--- config.mk ---
export PLATFORM = sky130hd
export DESIGN_NAME = gf_trinomial_mul_stream
export DESIGN_NICKNAME = d
export VERILOG_FILES = /design/src/rtl/gfk_pkg.sv /design/src/rtl/gfk_clmul.sv /design/src/rtl/gfk_kara_core.sv /design/src/rtl/gfk_trinomial_reduce.sv /design/src/rtl/gf_trinomial_mul_stream.sv
export SDC_FILE = /design/constraint.sdc
export NUM_CORES = 1
export LEC_CHECK = 0
export BUFFER_PORTS_ARGS = -buffer_cell sky130_fd_sc_hd__buf_2
export CORE_UTILIZATION = 60
export DETAILED_ROUTE_END_ITERATION = 12
export GPL_TIMING_DRIVEN = 0
export PLACE_DENSITY = 0.91
export REMOVE_ABC_BUFFERS = 1
export SYNTH_ARGS = -nofsm -noshare
export SYNTH_HDL_FRONTEND = slang
export SYNTH_HIERARCHICAL = 1
export SYNTH_SLANG_ARGS = --single-unit
export TNS_END_PERCENT = 20
--- constraint.sdc ---
create_clock -name clk -period 3.7 [get_ports clk]
set_input_delay 0.185 -clock clk [delete_from_list [all_inputs] [get_ports clk]]
set_output_delay 0.185 -clock clk [all_outputs]
set_load 0.01 [all_outputs]
--- src/rtl/gfk_pkg.sv ---
package gfk_pkg;

  // Number of fold passes needed to bring degree 2m-2 below m with x^m = x^k + 1.
  function automatic int fold_passes(input int m, input int k);
    int d;
    int p;
    d = 2 * m - 2;
    p = 0;
    while (d >= m && p < 64) begin
      d = d - m + k;
      p = p + 1;
    end
    return p;
  endfunction

  // Flat index of the unordered segment pair (i, j), i < j, among ns segments.
  function automatic int pair_idx(input int ns, input int i, input int j);
    return i * ns - (i * (i + 1)) / 2 + (j - i - 1);
  endfunction

endpackage

--- src/rtl/gfk_clmul.sv ---
module gfk_clmul #(
  parameter int W = 3
) (
  input  logic [W-1:0]   a,
  input  logic [W-1:0]   b,
  output logic [2*W-2:0] p
);

  always_comb begin
    p = '0;
    for (int i = 0; i < W; i++) begin
      for (int j = 0; j < W; j++) begin
        p[i+j] = p[i+j] ^ (a[i] & b[j]);
      end
    end
  end

endmodule

--- src/rtl/gfk_kara_core.sv ---
module gfk_kara_core
  import gfk_pkg::*;
#(
  parameter int M   = 11,
  parameter int N   = 3,
  parameter int SEG = 3,
  parameter int REM = 2
) (
  input  logic [M-1:0]   a,
  input  logic [M-1:0]   b,
  output logic [2*M-2:0] prod
);

  localparam int NS = N + 1;
  localparam int PW = 2 * SEG - 1;
  localparam int QW = 2 * M - 1;
  localparam int NP = NS * (NS - 1) / 2;

  logic [SEG-1:0] sa [NS];
  logic [SEG-1:0] sb [NS];
  logic [PW-1:0]  dp [NS];
  logic [PW-1:0]  xp [NP];

  // Segmentation: N full low segments, one zero-padded remainder segment.
  for (genvar s = 0; s < N; s++) begin : g_seg
    assign sa[s] = a[s*SEG +: SEG];
    assign sb[s] = b[s*SEG +: SEG];
  end
  assign sa[N] = {{(SEG-REM){1'b0}}, a[M-1 -: REM]};
  assign sb[N] = {{(SEG-REM){1'b0}}, b[M-1 -: REM]};

  // One product per segment.
  for (genvar i = 0; i < NS; i++) begin : g_diag
    gfk_clmul #(.W(SEG)) u_mul (.a(sa[i]), .b(sb[i]), .p(dp[i]));
  end

  // One product per pair of segment sums.
  for (genvar i = 0; i < NS; i++) begin : g_row
    for (genvar j = i + 1; j < NS; j++) begin : g_col
      localparam int PI = pair_idx(NS, i, j);
      logic [SEG-1:0] sx;
      logic [SEG-1:0] sy;
      assign sx = sa[i] ^ sa[j];
      assign sy = sb[i] ^ sb[j];
      gfk_clmul #(.W(SEG)) u_mul (.a(sx), .b(sy), .p(xp[PI]));
    end
  end

  // Recombination: x^(2i*SEG) * D_i, and x^((i+j)*SEG) * (D_ij + D_i + D_j).
  always_comb begin
    logic [PW-1:0] term;
    prod = '0;
    for (int i = 0; i < NS; i++) begin
      for (int t = 0; t < PW; t++) begin
        if (2 * i * SEG + t < QW) prod[2*i*SEG+t] = prod[2*i*SEG+t] ^ dp[i][t];
      end
    end
    for (int i = 0; i < NS; i++) begin
      for (int j = i + 1; j < NS; j++) begin
        term = xp[pair_idx(NS, i, j)] ^ dp[i] ^ dp[j];
        for (int t = 0; t < PW; t++) begin
          if ((i + j) * SEG + t < QW) prod[(i+j)*SEG+t] = prod[(i+j)*SEG+t] ^ term[t];
        end
      end
    end
  end

endmodule

--- src/rtl/gfk_trinomial_reduce.sv ---
module gfk_trinomial_reduce
  import gfk_pkg::*;
#(
  parameter int M = 11,
  parameter int K = 2
) (
  input  logic [2*M-2:0] prod,
  output logic [M-1:0]   res
);

  localparam int W      = 2 * M - 1;
  localparam int PASSES = fold_passes(M, K);

  logic [W-1:0] st [PASSES+1];

  assign st[0] = prod;

  // Each pass folds every coefficient at degree >= M onto degrees i and i+K.
  for (genvar p = 0; p < PASSES; p++) begin : g_pass
    logic [W-1:0] nxt;
    always_comb begin
      nxt = '0;
      nxt[M-1:0] = st[p][M-1:0];
      for (int i = 0; i < M - 1; i++) begin
        if (st[p][M+i]) begin
          nxt[i]   = ~nxt[i];
          nxt[i+K] = ~nxt[i+K];
        end
      end
    end
    assign st[p+1] = nxt;
  end

  assign res = st[PASSES][M-1:0];

  // the pass count derived from M and K must leave nothing above degree M-1.
  always_comb begin
    a_r1_fully_folded: assert (st[PASSES][W-1:M] == '0)
      else $error("fold passes left high coefficients");
  end

endmodule

--- src/rtl/gf_trinomial_mul_stream.sv ---
module gf_trinomial_mul_stream
  import gfk_pkg::*;
#(
  parameter int M   = 11,
  parameter int K   = 2,
  parameter int N   = 3,
  parameter int SEG = 3,
  parameter int REM = 2
) (
  input  logic         clk,
  input  logic         rst_n,
  input  logic         in_valid,
  output logic         in_ready,
  input  logic [M-1:0] in_a,
  input  logic [M-1:0] in_b,
  output logic         out_valid,
  input  logic         out_ready,
  output logic [M-1:0] out_data
);

  if (!(M == N * SEG + REM && N > 1 && REM > 0 && REM < SEG && K > 0 && K < M)) begin : g_bad_cfg
    $error("illegal field/segment parameters");
  end

  logic [2*M-2:0] raw;
  logic [M-1:0]   red;
  logic           take;

  gfk_kara_core #(.M(M), .N(N), .SEG(SEG), .REM(REM)) u_core (
    .a(in_a), .b(in_b), .prod(raw)
  );

  gfk_trinomial_reduce #(.M(M), .K(K)) u_red (
    .prod(raw), .res(red)
  );

  assign in_ready = !out_valid || out_ready;
  assign take     = in_valid && in_ready;

  always_ff @(posedge clk) begin
    if (!rst_n)        out_valid <= 1'b0;
    else if (in_ready) out_valid <= in_valid;
  end

  always_ff @(posedge clk) begin
    if (take) out_data <= red;
  end

  a_r7_accept_shows: assert property (@(posedge clk) disable iff (!rst_n)
    (in_valid && in_ready) |=> out_valid);

  a_r8_hold_stalled: assert property (@(posedge clk) disable iff (!rst_n)
    (out_valid && !out_ready) |=> (out_valid && $stable(out_data)));

  a_r10_idle_drains: assert property (@(posedge clk) disable iff (!rst_n)
    (!in_valid && in_ready) |=> !out_valid);

  a_r2_zero_operand: assert property (@(posedge clk) disable iff (!rst_n)
    (in_valid && in_ready && (in_a == '0 || in_b == '0)) |=> (out_data == '0));

  a_r3_identity: assert property (@(posedge clk) disable iff (!rst_n)
    (in_valid && in_ready && in_a == M'(1)) |=> (out_data == $past(in_b)));

endmodule

==> summary.txt, run 1 <==
Outcome
  – Outcome: completed

Route
  – Starting DRT DRC Count: 78
  – Remaining antenna violation count: 0
  – Via Count: 1707
  – Drt total wl: 4670 um
  – Vias/cell: 5.17
  – WL/cell: 14.2 um
  – DRT Pass-1 Iters: 4
  – DRC violations left: 0

Layout
  – Layout cells sized above 1: 21.1%
  – Commonest non-fill, non-tap cell in the layout: nand2_1
  – Util after Layout: 73.5%
  – Multi-input gate area: 1870 um2
  – Antenna Cells: 0
  – Area grow syn2layout: 14.6%
  – Most frequent cells in the layout: nand2_1 (70), xor2_1 (59), xnor2_1 (49), buf_2 (38), xnor3_1 (17)
  – Net count, final: 311
  – Final non-filler cell total: 330
  – Fillers: 265
  – Register area: 350 um2
  – Final design area excluding fillers: 2530 um2

Clock tree
  – Clk root buf: clkbuf_8
  – Clock-pin slew on the worst setup and hold paths: 0.05 ns
  – Post-CTS Hold Fix Bufs: 0
  – CTS tree: yes
  – Post-cts resize count: 0
  – Num CTS Buffers: 3
  – TritonCTS Sinks: 12
  – Max clock buf depth: 2
  – Clk Latency, worst-skew pair: 0.24 ns
  – H-Tree Depth: 1
  – Setup Buffers After CTS: 0

Timing
  – Final period util: 57.7%
  – Final hold vios: 0
  – Max Clock Freq: 468 MHz
  – Fin crit period: 2.14 ns
  – Hold Slack: 0.196 ns
  – Setup_tns: 0 ns
  – Fin worst setup slack: 1.56 ns
  – Setup violators final: 0
  – RSZ-0062 raised after global routing: false
  – Slew Limit Fails: 0
  – Clock Skew: 0.000778 ns

Yosys
  – Top cell type's share of synthesized area: 23.4%
  – Ys Warns: 6
  – Yosys top cell by area: xor2_1
  – Sequential area share after synthesis: 15.9%
  – Mean post-synth cell area: 9.32 um2
  – Yosys reg bits: 12
  – Largest cells by area after synthesis: xor2_1 (23%), xnor2_1 (19%), xnor3_1 (17%), edfxtp_1 (15%), nand2_1 (12%)
  – Count of cell types in the netlist: 16
  – Synthesized cell area: 2210 um2
  – Mapped Cells: 237

Floorplanning
  – Chip Width: 62.7 um
  – Rows: 21
  – Die ar.: 3930 um2
  – # IOs: 39
  – Core box area: 3440 um2
  – Initial core utilization: 64.2%
  – Die Span Y: 62.7 um

Place
  – Count of input and output buffers: 38
  – GP Congestion: 0.873
  – DP Worst Slack: 1.34 ns
  – Placed instance area: 2480 um2
  – Placed cells: 326
  – Dpl hpwl: 3860 um

Power
  – LEAKAGE: 1.20 nW
  – Total Power: 1.44 mW
  – Pwr Density: 568 nW/um2
  – Maximum vdd drop: 0.240 mV

Setup path
  – Worst Path Max Fanout: 6
  – Setup crit start kind: input pin
  – Setup CP Type: input pin to flip-flop
  – Critical path endpoint category: flip-flop
  – Required time of the critical path: 3.67 ns
  – Critical path arrival: 2.10 ns

Global routing
  – Initial antenna violation count: 0
  – First-pass GRT wire length: 7390 um
  – Pin count of the biggest net entering global routing: 12
  – Gr usage total: 24.6%
  – Total congestion overflow: 0
  – Vias in the first global route: 1715

Flow run
  – Maxcap violations: 0

Min path
  – Hold Crit Class: input pin to flip-flop
## final cells by class
type / count / share of cell area [%]
Multi-Input combinational cell: 229 / 74.0
Sequential cell: 12 / 13.8
Timing Repair Buffer: 38 / 7.51
Tap cell: 46 / 2.27
Clock buffer: 4 / 2.17
Inverter: 1 / 0.148
## path summary, 6_finish.rpt
| kind | startpoint | endpoint | slack [ns] | cells past startpoint |
|---|---|---|---|---|
| max | in_b[6] | out_data[0] | 1.56 | 9 |
| min | rst_n | out_valid | 0.20 | 2 |
| max reg2reg | out_valid | out_data[10] | 2.76 | 2 |
| min reg2reg | out_valid | out_valid | 0.51 | 2 |
## report_power, final
group	total [mW]	internal (mW)	switching, mW
clock	0.137	0.0936	0.0434
sequential	0.294	0.281	0.0133
combinational	1.01	0.520	0.488
## layer usage
metal  vias up  GRT usage, %  part of all wire [%]
li1        830             -                     -
met1       790          27.0                    39
met2        70          45.1                    52
met3        17          3.28                   5.7
met4         0          14.0                   3.2
met5         -             0                     0
## cell usage after synthesis
cell and count:
nand2_1 70, xor2_1 59, xnor2_1 49, xnor3_1 17
edfxtp_1 11, and2_1 10, and2_2 10, xnor2_2 3
a21boi_2 1, and2_4 1, conb_1 1, dfxtp_1 1
inv_1 1, nand2b_4 1, xnor3_2 1, xor2_2 1
## kinds of logic after synthesis
| kind of cell | count (synthesis) | share of synthesized area (%) |
|---|---|---|
| flip-flops | 12 | 15.9 |
| other | 1 | 0.170 |
| AND/OR/NAND/NOR | 92 | 19.1 |
| AO/OA/AOI/OAI | 1 | 0.510 |
| XOR/XNOR | 130 | 64.2 |
| buffers and inverters | 1 | 0.170 |
## registers in the layout, indices dropped and copies added, names as in the netlist
name       flops
out_valid      1
out_data      11
## critical path, cell delays in order
cell     delay [ns]
buf_2          0.18
xor2_1         0.29
nand2_1        0.09
xnor3_1        0.39
xnor2_1        0.22
xnor2_1        0.16
xnor2_1        0.15
xor2_1         0.32
xor2_1         0.12
No activity file was read; power rests on OpenSTA's default activity.
==> inputs of run 2 (changes only) <==
CORE_UTILIZATION = 57   (was 60)
PLACE_DENSITY = 0.87   (was 0.91)
clock period = 2.18 ns   (was 3.7 ns; I/O delays follow)
==> summary.txt, run 2 (synthesis gave the netlist of run 1 again) <==
Layout
  – Antenna Cells: 0 (unchanged)
  – Area grow syn2layout: 14.9% (was 14.6%)
  – Layout cells sized above 1: 21.8% (was 21.1%)
  – Commonest non-fill, non-tap cell in the layout: nand2_1 (unchanged)
  – Biggest regs: out_data x11, out_valid x1 (unchanged)
  – Most frequent cells in the layout: nand2_1 (70), xor2_1 (58), xnor2_1 (49), buf_2 (38), xnor3_1 (16) (was nand2_1 (70), xor2_1 (59), xnor2_1 (49), buf_2 (38), xnor3_1 (17))
  – Register with the most flip-flops: out_data (unchanged)
  – Largest register FFs: 11 (unchanged)
  – Final design area excluding fillers: 2540 um2 (was 2530 um2)
  – Net count, final: 312 (was 311)
  – Fillers: 330 (was 265)

Setup path
  – CP endpoint: out_data[0] (unchanged)
  – R2R Setup Slk: 1.23 ns (was 2.76 ns)
  – Critical path endpoint category: flip-flop (unchanged)
  – Required time of the critical path: 2.17 ns (was 3.67 ns)
  – Critical path arrival: 2.02 ns (was 2.10 ns)
  – CP startpoint: in_a[6] (was in_b[6])
  – Setup CP Type: input pin to flip-flop (unchanged)
  – R2R cell count: 2 (unchanged)
  – Worst Path Max Fanout: 6 (unchanged)
  – Setup crit start kind: input pin (unchanged)
  – Worst r2r dst: out_data[0] (was out_data[10])
  – Crit Reg-Reg Startpoint: out_valid (unchanged)

Power
  – Clock network fraction of total power: 8.4% (was 9.5%)
  – Pwr Density: 959 nW/um2 (was 568 nW/um2)
  – Cell Int Power: 1.52 mW (was 0.894 mW)
  – Seq pwr share: 20.4% (about the same)
  – Switching Share: 37.6% (was 37.8%)
  – Comb power frac: 71.3% (was 70.0%)
  – Switching power total: 0.916 mW (was 0.544 mW)
  – Maximum vdd drop: 0.381 mV (was 0.240 mV)
  – LEAKAGE: 1.20 nW (about the same)
  – Total Power: 2.43 mW (was 1.44 mW)

Clock tree
  – Clk root buf: clkbuf_8 (unchanged)
  – TritonCTS Sinks: 12 (unchanged)
  – Num CTS Buffers: 3 (unchanged)
  – CTS tree: yes (unchanged)
  – Post-CTS Hold Fix Bufs: 0 (unchanged)
  – Clk Latency, worst-skew pair: 0.24 ns (about the same)
  – H-Tree Depth: 1 (unchanged)
  – Max clock buf depth: 2 (unchanged)
  – Clock-pin slew on the worst setup and hold paths: 0.05 ns (about the same)

Route
  – Remaining antenna violation count: 0 (unchanged)
  – Starting DRT DRC Count: 74 (was 78)
  – DRC violations left: 0 (unchanged)
  – Drt total wl: 4610 um (was 4670 um)
  – DRT Pass-1 Iters: 4 (unchanged)
  – Vias/cell: 5.02 (was 5.17)
  – WL/cell: 13.8 um (was 14.2 um)
  – Via Count: 1672 (was 1707)

Floorplanning
  – Initial core utilization: 59.9% (was 64.2%)
  – Die Span Y: 64.3 um (was 62.7 um)
  – Chip Width: 64.3 um (was 62.7 um)
  – Rows: 22 (was 21)
  – Die ar.: 4130 um2 (was 3930 um2)
  – Core box area: 3690 um2 (was 3440 um2)
  – # IOs: 39 (unchanged)

Timing
  – Max Clock Freq: 491 MHz
  – Hold Slack: 0.109 ns (was 0.196 ns)
  – Setup_tns: 0 ns (unchanged)
  – Clock Skew: 0.00281 ns (was 0.000778 ns)
  – Final period util: 93.4%
  – Slew Limit Fails: 0 (unchanged)
  – RSZ-0062 raised after global routing: false (unchanged)
  – Setup violators final: 0 (unchanged)
  – Fin worst setup slack: 0.145 ns (was 1.56 ns)
  – Final hold vios: 0 (unchanged)
  – Fin crit period: 2.04 ns

Place
  – DP Worst Slack: -0.103 ns (was 1.34 ns)
  – Placed instance area: 2480 um2 (about the same)
  – GP Congestion: 0.854 (was 0.873)
  – Count of input and output buffers: 38 (unchanged)
  – Dpl hpwl: 3800 um (was 3860 um)

Global routing
  – Initial antenna violation count: 0 (unchanged)
  – Pin count of the biggest net entering global routing: 12 (unchanged)
  – Gr usage total: 24.5% (was 24.6%)
  – Vias in the first global route: 1660 (was 1715)
  – Total congestion overflow: 0 (unchanged)
  – First-pass GRT wire length: 7620 um (was 7390 um)

Flow run
  – Maxcap violations: 0 (unchanged)

Min path
  – Hold Crit Class: input pin to flip-flop (unchanged)

Outcome
  – Outcome: completed (unchanged)
## run 2: cell type report
class | instances | area [um2] | share of cell area, %
multi-input combinational | 229 | 1880 | 74.1
inverter | 1 | 3.75 | 0.148
clock buffer | 4 | 45.0 | 1.77
tap | 48 | 60.1 | 2.36
sequential | 12 | 350 | 13.8
timing repair buffer | 39 | 198 | 7.78
## run 2: worst min path at each step
stage	from	slack, ns	cells after the start	to
6_report	rst_n	0.11	2	out_valid
5_1_grt	in_valid	0.12	3	out_valid
4_1_cts	rst_n	0.11	2	out_valid
3_5_place_dp	rst_n	0.35	2	out_valid
3_3_place_gp	rst_n	0.35	2	out_valid
2_1_floorplan	in_valid	0.25	2	out_valid
## run 2: metal layers
layer / track usage, % / share of wire (%)
met1: 30.8 / 43
met2: 43.0 / 51
met3: 1.43 / 4.3
met4: 10.6 / 1.8
met5: 0 / 0
## run 2: repair_timing
item,4_1_cts,5_1_grt
setup buffers,0,1
endpoints found under the setup margin,0,3
resized for setup,0,2
## run 2: power by group through the flow
stage / Sequential [mW] / Clock [mW] / Combinational [mW]
after detailed placement: 0.503 / 0 / 1.70
after CTS: 0.499 / 0.206 / 1.70
after floorplan: 0.572 / 0 / 1.28
after global placement: 0.497 / 0 / 1.65
final: 0.496 / 0.204 / 1.73
after global routing: 0.503 / 0.225 / 1.88
## run 2: worst max-delay path: stages
cell and delay, ns:
buf_2 0.18, xor2_1 0.26, nand2_1 0.11, xnor3_1 0.38, xnor2_1 0.25, xnor2_1 0.18, xnor2_1 0.10, xor2_1 0.15
buf_4 0.16, xor2_1 0.13
## run 2: through the flow
stage	utilization, %	instances
finish	68.9	333
CTS	68.4	332
global placement	67.2	328
detailed placement	67.2	328
floorplan	-	242
global route	68.9	333
==> inputs of run 3 (changes only) <==
CORE_UTILIZATION = 58   (was 57)
PLACE_DENSITY = 0.88   (was 0.87)
SYNTH_HIERARCHICAL = not set   (was 1)
==> summary.txt, run 3 <==
Setup path
  – Required time of the critical path: 2.16 ns (was 2.17 ns)
  – Worst path most repeated cell: xnor3_1
  – Setup CP Type: input pin to flip-flop (unchanged)
  – Buffers and inverters on the worst path: 1 (was 2)
  – Setup crit start kind: input pin (unchanged)
  – Worst Path Max Fanout: 11 (was 6)
  – Crit path cell chain: buf_2 > nand2_1 > xnor3_1 > xor2_2 > xnor3_1 > xnor3_1 (was buf_2 > xor2_1 > nand2_1 > xnor3_1 > xnor2_1 > xnor2_1 > xnor2_1 > xor2_1 > buf_4 > xor2_1)
  – Critical path endpoint category: flip-flop (unchanged)
  – Slowest stage cell, crit path: xnor3_1 (unchanged)
  – Family with the most delay on the worst path: XOR/XNOR gates (unchanged)
  – CP peak stage delay: 0.49 ns (was 0.38 ns)
  – Critical path arrival: 2.04 ns (was 2.02 ns)

Layout
  – Final design area excluding fillers: 2430 um2 (was 2540 um2)
  – Net count, final: 321 (was 312)
  – Layout cells sized above 1: 16.7% (was 21.8%)
  – Largest register FFs: 11 (unchanged)
  – Multi-input gate area: 1770 um2 (was 1880 um2)
  – Register area: 350 um2 (unchanged)
  – Commonest non-fill, non-tap cell in the layout: xnor2_1 (was nand2_1)
  – Most frequent cells in the layout: xnor2_1 (78), nand2_1 (73), xor2_1 (39), buf_2 (38), nor2_1 (15) (was nand2_1 (70), xor2_1 (58), xnor2_1 (49), buf_2 (38), xnor3_1 (16))
  – Register with the most flip-flops: out_data (unchanged)
  – Final non-filler cell total: 342 (was 333)
  – Fillers: 330 (unchanged)
  – Biggest regs: out_data x11, out_valid x1 (unchanged)
  – Area grow syn2layout: 8.44% (was 14.9%)
  – Antenna Cells: 0 (unchanged)
  – Util after Layout: 65.8% (was 68.9%)

Global routing
  – Pin count of the biggest net entering global routing: 14 (was 12)
  – Gr usage total: 24.2% (was 24.5%)
  – Vias in the first global route: 1657 (was 1660)
  – First-pass GRT wire length: 7630 um (was 7620 um)
  – Total congestion overflow: 0 (unchanged)
  – Initial antenna violation count: 0 (unchanged)

Yosys
  – Yosys top cell by area: xnor2_1 (was xor2_1)
  – Count of cell types in the netlist: 28 (was 16)
  – Post-synth EDFFs: 11 (unchanged)
  – Asr flop ratio synth: 0% (unchanged)
  – Ys flop type: edfxtp_1 (unchanged)
  – Yosys reg bits: 12 (unchanged)
  – Mapped Cells: 274 (was 237)
  – Mean post-synth cell area: 8.17 um2 (was 9.32 um2)
  – Synthesized cell area: 2240 um2 (was 2210 um2)
  – Most common cell in the netlist: xnor2_1 (was nand2_1)
  – Commonest cells post-synth: xnor2_1 (78), nand2_1 (73), xor2_1 (39), buf_2 (15), nor2_1 (15) (was nand2_1 (70), xor2_1 (59), xnor2_1 (49), xnor3_1 (17), edfxtp_1 (11))
  – Ys Warns: 0 (was 6)
  – Sequential area share after synthesis: 15.7% (was 15.9%)
  – Largest cells by area after synthesis: xnor2_1 (31%), xor2_1 (15%), edfxtp_1 (15%), nand2_1 (12%), xnor3_1 (9.1%) (was xor2_1 (23%), xnor2_1 (19%), xnor3_1 (17%), edfxtp_1 (15%), nand2_1 (12%))
  – Top cell type's share of synthesized area: 30.5% (was 23.4%)

Timing
  – Fin crit period: 2.06 ns (was 2.04 ns)
  – Slew margin rel.: 67.8%
  – Hold Slack: 0.122 ns (was 0.109 ns)
  – Final hold vios: 0 (unchanged)
  – Setup_tns: 0 ns (unchanged)
  – Slew Limit Fails: 0 (unchanged)
  – Worst-margin pin slew: 0.479 ns
  – Final period util: 94.3% (was 93.4%)
  – Max Clock Freq: 486 MHz (was 491 MHz)
  – Setup violators final: 0 (unchanged)
  – Clock Skew: 0.00432 ns (was 0.00281 ns)
  – RSZ-0062 raised after global routing: false (unchanged)

Clock tree
  – Post-cts resize count: 0 (unchanged)
  – Post-CTS Hold Fix Bufs: 0 (unchanged)
  – H-Tree Depth: 1 (unchanged)
  – CTS tree: yes (unchanged)
  – Max clock buf depth: 2 (unchanged)
  – TritonCTS Sinks: 12 (unchanged)
  – Setup Buffers After CTS: 0 (unchanged)
  – Num CTS Buffers: 3 (unchanged)
  – Clk Latency, worst-skew pair: 0.24 ns (about the same)
  – Clock-pin slew on the worst setup and hold paths: 0.05 ns (about the same)
  – Clk root buf: clkbuf_8 (unchanged)

Place
  – Placed cells: 338 (was 328)
  – Count of input and output buffers: 38 (unchanged)
  – GP Congestion: 0.915 (was 0.854)
  – Dpl hpwl: 3610 um (was 3800 um)
  – Placed instance area: 2370 um2 (was 2480 um2)

Floorplanning
  – Die Span Y: 64.1 um (was 64.3 um)
  – Rows: 22 (unchanged)
  – Die ar.: 4110 um2 (was 4130 um2)
  – # IOs: 39 (unchanged)
  – Core box area: 3690 um2 (unchanged)
  – Chip Width: 64.1 um (was 64.3 um)
  – Initial core utilization: 60.7% (was 59.9%)

Route
  – Starting DRT DRC Count: 72 (was 74)
  – Vias/cell: 5.29 (was 5.02)
  – Remaining antenna violation count: 0 (unchanged)
  – Drt total wl: 4660 um (was 4610 um)
  – Via Count: 1808 (was 1672)
  – WL/cell: 13.6 um (was 13.8 um)
  – DRT Pass-1 Iters: 4 (unchanged)
  – DRC violations left: 0 (unchanged)

Power
  – LEAKAGE: 1.03 nW (was 1.20 nW)
  – Pwr Density: 798 nW/um2 (was 959 nW/um2)
  – Maximum vdd drop: 0.231 mV (was 0.381 mV)

Outcome
  – Outcome: completed (unchanged)

Flow run
  – Maxcap violations: 0 (unchanged)

Min path
  – Hold Crit Class: input pin to flip-flop (unchanged)
[run 3: report_power, final]
group | leakage (nW) | total (mW) | switching [mW] | internal (mW)
Sequential | 0.115 | 0.447 | 0.0173 | 0.430
Combinational | 0.884 | 1.25 | 0.599 | 0.656
Clock | 0.0288 | 0.234 | 0.0754 | 0.159
[run 3: per-layer routing]
layer	vias to the layer above	track usage [%]	part of all wire, %
met5	-	0	0
met4	0	8.33	1.5
met3	6	1.61	5.9
met2	82	42.6	50
met1	840	31.1	42
li1	880	-	-
[run 3: area by class of cell]
cell class	count	share of cell area [%]
Timing Repair Buffer	38	7.84
Sequential cell	12	14.4
Tap cell	48	2.47
Inverter	1	0.155
Multi-Input combinational cell	239	72.8
Clock buffer	4	2.27
[run 3: cell families (layout without fill, tap and decap cells)]
logic type                after synthesis  count (layout)  share of synthesized area, %
muxes                                   3               3                          1.51
buffers and inverters                  23              43                          5.37
xor gates and xnor gates              128             128                          56.6
DFF                                    12              12                          15.7
and+or+nand+nor                       100             100                          18.3
AOI/OAI and AO/OA                       8               8                          2.57
[run 3: worst paths after layout]
| path | slack [ns] | depth (start not counted) | endpoint | startpoint |
|---|---|---|---|---|
| setup reg to reg | 1.01 | 2 | out_data[7] | out_valid |
| hold reg to reg | 0.54 | 2 | out_valid | out_valid |
| hold / removal | 0.12 | 2 | out_valid | rst_n |
| setup / recovery | 0.12 | 6 | out_data[3] | in_b[5] |
[run 3: through the flow]
stage | setup slack (ns) | power (mW)
2_1_floorplan | 0.295 | 1.41
3_3_place_gp | -0.136 | 1.67
3_5_place_dp | -0.111 | 1.71
4_1_cts | 0.124 | 1.96
5_1_grt | 0.0344 | 2.07
6_report | 0.123 | 1.94
